[config.mk]
export PLATFORM = sky130hd
export DESIGN_NAME = shift_add_mul
export DESIGN_NICKNAME = d
export VERILOG_FILES = /design/src/rtl/shm_pkg.sv /design/src/rtl/shm_sequencer.sv /design/src/rtl/shm_datapath.sv /design/src/rtl/shift_add_mul.sv
export SDC_FILE = /design/constraint.sdc
export NUM_CORES = 1
export LEC_CHECK = 0
export ABC_CLOCK_PERIOD_IN_PS = 2600
export CORE_MARGIN = 4
export CORE_UTILIZATION = 29
export CTS_BUF_LIST = sky130_fd_sc_hd__clkbuf_2 sky130_fd_sc_hd__clkbuf_4 sky130_fd_sc_hd__clkbuf_8
export CTS_CLUSTER_SIZE = 24
export DETAILED_ROUTE_END_ITERATION = 8
export DONT_BUFFER_PORTS = 1
export SLEW_MARGIN = 25
export SYNTH_ARGS = -nofsm -noshare
export SYNTH_HDL_FRONTEND = slang
export SYNTH_SLANG_ARGS = --single-unit
[constraint.sdc]
create_clock -name clk -period 2.6 [get_ports clk]
set_input_delay 0 -clock clk [delete_from_list [all_inputs] [get_ports clk]]
set_output_delay 0 -clock clk [all_outputs]
set_load 0.02 [all_outputs]
[src/rtl/shm_pkg.sv]
package shm_pkg;

    typedef enum logic [0:0] {
        SEQ_IDLE = 1'b0,
        SEQ_RUN  = 1'b1
    } seq_state_e;

    // Counter width able to hold values 0 .. width-1 with one bit of margin.
    function automatic int unsigned step_cnt_width(input int unsigned width);
        return $clog2(width) + 1;
    endfunction

endpackage

[src/rtl/shm_sequencer.sv]
module shm_sequencer
    import shm_pkg::*;
#(
    parameter int unsigned OP_W = 32
) (
    input  logic clk,
    input  logic rst,
    input  logic start,
    output logic load,
    output logic step,
    output logic busy,
    output logic done
);
    localparam int unsigned CNT_W = step_cnt_width(OP_W);
    localparam logic [CNT_W-1:0] LAST_STEP = CNT_W'(OP_W - 1);

    seq_state_e       state_q;
    logic [CNT_W-1:0] cnt_q;
    logic             done_q;

    assign busy = (state_q == SEQ_RUN);
    assign step = busy;
    assign load = start && !busy;
    assign done = done_q;

    always_ff @(posedge clk) begin
        if (rst) begin
            state_q <= SEQ_IDLE;
            cnt_q   <= '0;
            done_q  <= 1'b0;
        end else begin
            done_q <= 1'b0;
            unique case (state_q)
                SEQ_IDLE: begin
                    if (start) begin
                        state_q <= SEQ_RUN;
                        cnt_q   <= '0;
                    end
                end
                SEQ_RUN: begin
                    if (cnt_q == LAST_STEP) begin
                        state_q <= SEQ_IDLE;
                        done_q  <= 1'b1;
                    end else begin
                        cnt_q <= cnt_q + 1'b1;
                    end
                end
                default: state_q <= SEQ_IDLE;
            endcase
        end
    end

    AST_DONE_PULSE: assert property (@(posedge clk) disable iff (rst)
        done |=> !done);
    AST_DONE_IDLE: assert property (@(posedge clk) disable iff (rst)
        done |-> !busy);
    AST_CNT_RANGE: assert property (@(posedge clk) disable iff (rst)
        busy |-> (cnt_q <= LAST_STEP));

endmodule

[src/rtl/shm_datapath.sv]
module shm_datapath #(
    parameter int unsigned OP_W = 32
) (
    input  logic              clk,
    input  logic              rst,
    input  logic              load,
    input  logic              step,
    input  logic [OP_W-1:0]   mcand_in,
    input  logic [OP_W-1:0]   mplier_in,
    output logic [2*OP_W-1:0] product
);
    localparam int unsigned PW = 2 * OP_W;

    logic [OP_W-1:0] mcand_q;
    logic [PW-1:0]   prod_q;
    logic [OP_W-1:0] addend;
    logic [OP_W:0]   upper_sum;

    // Conditional add: the lowest product bit is the current multiplier bit.
    assign addend    = prod_q[0] ? mcand_q : '0;
    assign upper_sum = {1'b0, prod_q[PW-1:OP_W]} + {1'b0, addend};
    assign product   = prod_q;

    always_ff @(posedge clk) begin
        if (rst) begin
            prod_q  <= '0;
            mcand_q <= '0;
        end else if (load) begin
            prod_q  <= {{OP_W{1'b0}}, mplier_in};
            mcand_q <= mcand_in;
        end else if (step) begin
            // Sum carry lands in the top bit; multiplier bits fall off the bottom.
            prod_q <= {upper_sum, prod_q[OP_W-1:1]};
        end
    end

    AST_MCAND_FROZEN: assert property (@(posedge clk) disable iff (rst)
        step |=> $stable(mcand_q));
    AST_IDLE_HOLD: assert property (@(posedge clk) disable iff (rst)
        (!step && !load) |=> $stable(prod_q));

endmodule

[src/rtl/shift_add_mul.sv]
module shift_add_mul #(
    parameter int unsigned OP_W = 32
) (
    input  logic            clk,
    input  logic            rst,
    input  logic            start,
    input  logic [OP_W-1:0] op_a,
    input  logic [OP_W-1:0] op_b,
    output logic            busy,
    output logic            done,
    output logic [OP_W-1:0] prod_hi,
    output logic [OP_W-1:0] prod_lo
);
    localparam int unsigned PW = 2 * OP_W;

    logic          load;
    logic          step;
    logic [PW-1:0] product;

    shm_sequencer #(.OP_W(OP_W)) u_seq (
        .clk   (clk),
        .rst   (rst),
        .start (start),
        .load  (load),
        .step  (step),
        .busy  (busy),
        .done  (done)
    );

    shm_datapath #(.OP_W(OP_W)) u_dp (
        .clk       (clk),
        .rst       (rst),
        .load      (load),
        .step      (step),
        .mcand_in  (op_a),
        .mplier_in (op_b),
        .product   (product)
    );

    assign prod_hi = product[PW-1:OP_W];
    assign prod_lo = product[OP_W-1:0];

    AST_LOAD_INIT: assert property (@(posedge clk) disable iff (rst)
        (start && !busy) |=> (busy && prod_hi == '0 && prod_lo == $past(op_b)));
    AST_RESET_STATE: assert property (@(posedge clk)
        rst |=> (!busy && !done && prod_hi == '0 && prod_lo == '0));

endmodule

==> flow_summary.json <==
{
  "cts_tree": "done",
  "pin_count": 133,
  "p_comb_frac": 0.151,
  "dpl_cell_area_sq_um": 6663,
  "status": "completed",
  "cp_slowest_stage_delay_ns": 0.39,
  "tns_ns": 0,
  "final_nets": 1012,
  "cts-root-buf": "clkbuf_8",
  "clock_path_buffers": 2,
  "max_freq_ghz": 0.3949,
  "syn-num-nets": 878,
  "yosysTopAreaCell": "dfxtp_1",
  "chipHeight_um": 151.1,
  "syn_to_final_growth_pct": 35.56,
  "synth_cells": 777,
  "yosysUniqueCellTypes": 58,
  "gp_congestion": 0.9065,
  "synth_area_per_cell_sq_um": 7.639,
  "pwr-share-seq": 0.529,
  "synth_xor_area_frac": 0.02951,
  "initial_core_util": 0.2943,
  "routedWlPerCell_um": 15.67,
  "netlist_area_sq_um": 5936,
  "drtPass1Iterations": 6,
  "vias": 5850,
  "p_sw_frac": 0.2989,
  "slew_viol_final": 0,
  "final_util": 0.3989,
  "die_w_um": 151.1,
  "clkSinkCount": 104,
  "hold_ws_ns": 0.06010,
  "arrival_ns": 2.83,
  "max_slew_margin": 0.6058,
  "rsz0062_at_grt": "true",
  "core_area_sq_um": 20170,
  "antenna_found_initial": 0,
  "h-tree-depth": 3,
  "synth_commonest_cells": "nand2_1 (119), nor2_1 (119), a21oi_1 (107)",
  "vias_per_cell": 4.933,
  "peakVddDrop_mv": 0.2172,
  "min_path_type": "in -> reg",
  "startpoint_type": "flip-flop",
  "synthMuxAreaShare": 0.06745,
  "synth.top_cell.area_share": 0.3508,
  "cts_buffers": 9,
  "tightest_slew_ns": 0.5913,
  "finalCriticalPeriod_ns": 2.532,
  "synth_top_family_by_area": "simple AND/OR/NAND/NOR gates",
  "synth_compound_area_frac": 0.2081,
  "cap_violations": 0,
  "synth_edf_count": 0,
  "yosys.area_share.simple": 0.2357,
  "skew_ns": 0.01722,
  "wl_um": 18590,
  "grt-ovfl-total": 0,
  "crit_chain": "buf_6 -> and2_4 -> ha_1 -> a21o_1 -> nand4_1 -> a21boi_4 -> buf_4 -> o2111ai_4 -> a21boi_2 -> or3_1 -> a32o_1",
  "cts.clk_slew.worst_paths_ns": 0.11,
  "setup_violations": 0,
  "power.switching_mw": 1.011,
  "synth_seq_area_share": 0.3508,
  "synthAdderAreaFrac": 0.07293,
  "post-route-period-util": 0.9738,
  "cp_max_fo": 8,
  "fp-row-count": 52,
  "async_flop_share": 0,
  "ant_nets": 0,
  "synthFlopType": "dfxtp_1",
  "ys_seq_elements": 104,
  "intPower_mw": 2.372,
  "power_density_nw_per_um2": 420.4,
  "io_buffers": 0,
  "dieArea_sq_um": 22820,
  "track_usage": 0.1553,
  "hold_viol_final": 0,
  "final_area_sq_um": 8046,
  "grt_max_degree": 79,
  "grt_pass1_wl_um": 28280,
  "critical_path_class": "reg -> reg",
  "n_antenna_cell": 0,
  "cp-end-kind": "flip-flop",
  "synth_area_leaders": "dfxtp_1 (35%), a21oi_1 (9.0%), nand2_1 (7.5%)",
  "route.detailed.drc": 0,
  "grt_pass1_vias": 5572,
  "p_leak_nw": 3.362,
  "crit_slowest_cell": "dfxtp_4",
  "dp_hpwl_um": 12600,
  "clkLatencyLatePin_ns": 0.39,
  "p_clk_frac": 0.320,
  "drive_gt1_frac": 0.1550,
  "yosysWarnings": 0,
  "crit_required_ns": 2.90,
  "drt_iter0_drc": 290,
  "fillers": 2075
}
[per-layer routing]
layer  track usage  wire length [um]
met4       0.05304               444
met1        0.1924              8056
met5             0                 0
met2        0.2617              9086
met3       0.04039              1000
[layout by cell type (no fill, tap or decap), drive strengths merged, types with 4 or more instances in the layout]
master	count
o22ai	4
nand2	119
or3	5
a21oi	109
buf	77
nor4	4
xnor2	11
a21boi	5
clkbuf	9
mux2i	40
and3	4
dlygate4sd3	90
nor3	13
ha	33
o21ai	29
xor2	9
a211oi	6
and2	32
o211ai	4
o21a	6
nor2	119
o21bai	5
dfxtp	104
a31oi	7
nand3	13
a21o	12
clkinv	4
nand4	4
inv	11
[power by group through the flow]
stage | logic (mW) | registers, mW | clock network [mW]
floorplan | 0.288 | 1.79 | 0
global placement | 0.334 | 1.82 | 0
detailed placement | 0.339 | 1.82 | 0
CTS | 0.499 | 1.79 | 1.13
global route | 0.569 | 1.80 | 1.18
finish | 0.511 | 1.79 | 1.08
[worst max-delay path, delay by kind of cell, from the launching register on]
kind | cells | cell delay [ns]
AO/OA/AOI/OAI | 5 | 0.84
AND/OR/NAND/NOR | 3 | 0.65
flip-flops | 1 | 0.39
buffers and inverters | 2 | 0.30
adder cells (fa/ha/maj) | 1 | 0.26
[state kept, by name (all words and copies together), names as in the netlist]
signal,cells
u_dp.product,64
u_dp.mcand_q,32
u_seq.busy,1
u_seq.cnt_q,6
u_seq.done,1
[per-stage QoR]
stage / total power, mW / setup slack [ns] / std cells
6_report: 3.383 / 0.06802 / 1186
5_1_grt: 3.543 / -0.04532 / 1186
4_1_cts: 3.420 / -0.01073 / 1183
3_5_place_dp: 2.163 / -0.06161 / 1075
3_3_place_gp: 2.158 / -0.06765 / 1075
2_1_floorplan: 2.081 / 0.01611 / 777
[final timing paths]
path                            slack, ns                            end                          from  cells past startpoint
worst max-delay path                 0.07  u_dp.product[58]$_SDFFE_PP0P_  u_dp.product[0]$_SDFFE_PP0P_                     11
worst min-delay path                 0.06  u_dp.product[57]$_SDFFE_PP0P_                         start                      3
worst min register to register       0.46   u_dp.mcand_q[6]$_SDFFE_PP0P_  u_dp.mcand_q[6]$_SDFFE_PP0P_                      2
worst max register to register       0.07  u_dp.product[58]$_SDFFE_PP0P_  u_dp.product[0]$_SDFFE_PP0P_                     11
[kinds of logic after synthesis]
family                   after synthesis
flip-flops                           104
AND/OR/NAND/NOR                      322
adder cells (fa/ha/maj)               34
multiplexers                          40
XOR/XNOR                              20
buffers and inverters                 53
AO/OA/AOI/OAI                        204
[area by class of cell]
type	instances	area, sq um	share of cell area
multi-input combinational	620	3869	0.4808
sequential	104	2090	0.2597
timing repair buffer	167	1515	0.1883
tap	270	337.8	0.04198
clock buffer	9	123.9	0.01539
clock inverter	7	77.57	0.009641
inverter	9	33.78	0.004198
[timing repair]
item,CTS,global route
resized for setup,5,39
pin swaps,1,14
setup buffers,0,3
setup endpoints to repair,6,14
hold buffers,92,0
endpoints found under the hold margin,78,0
(Power assumes the default switching activity.)
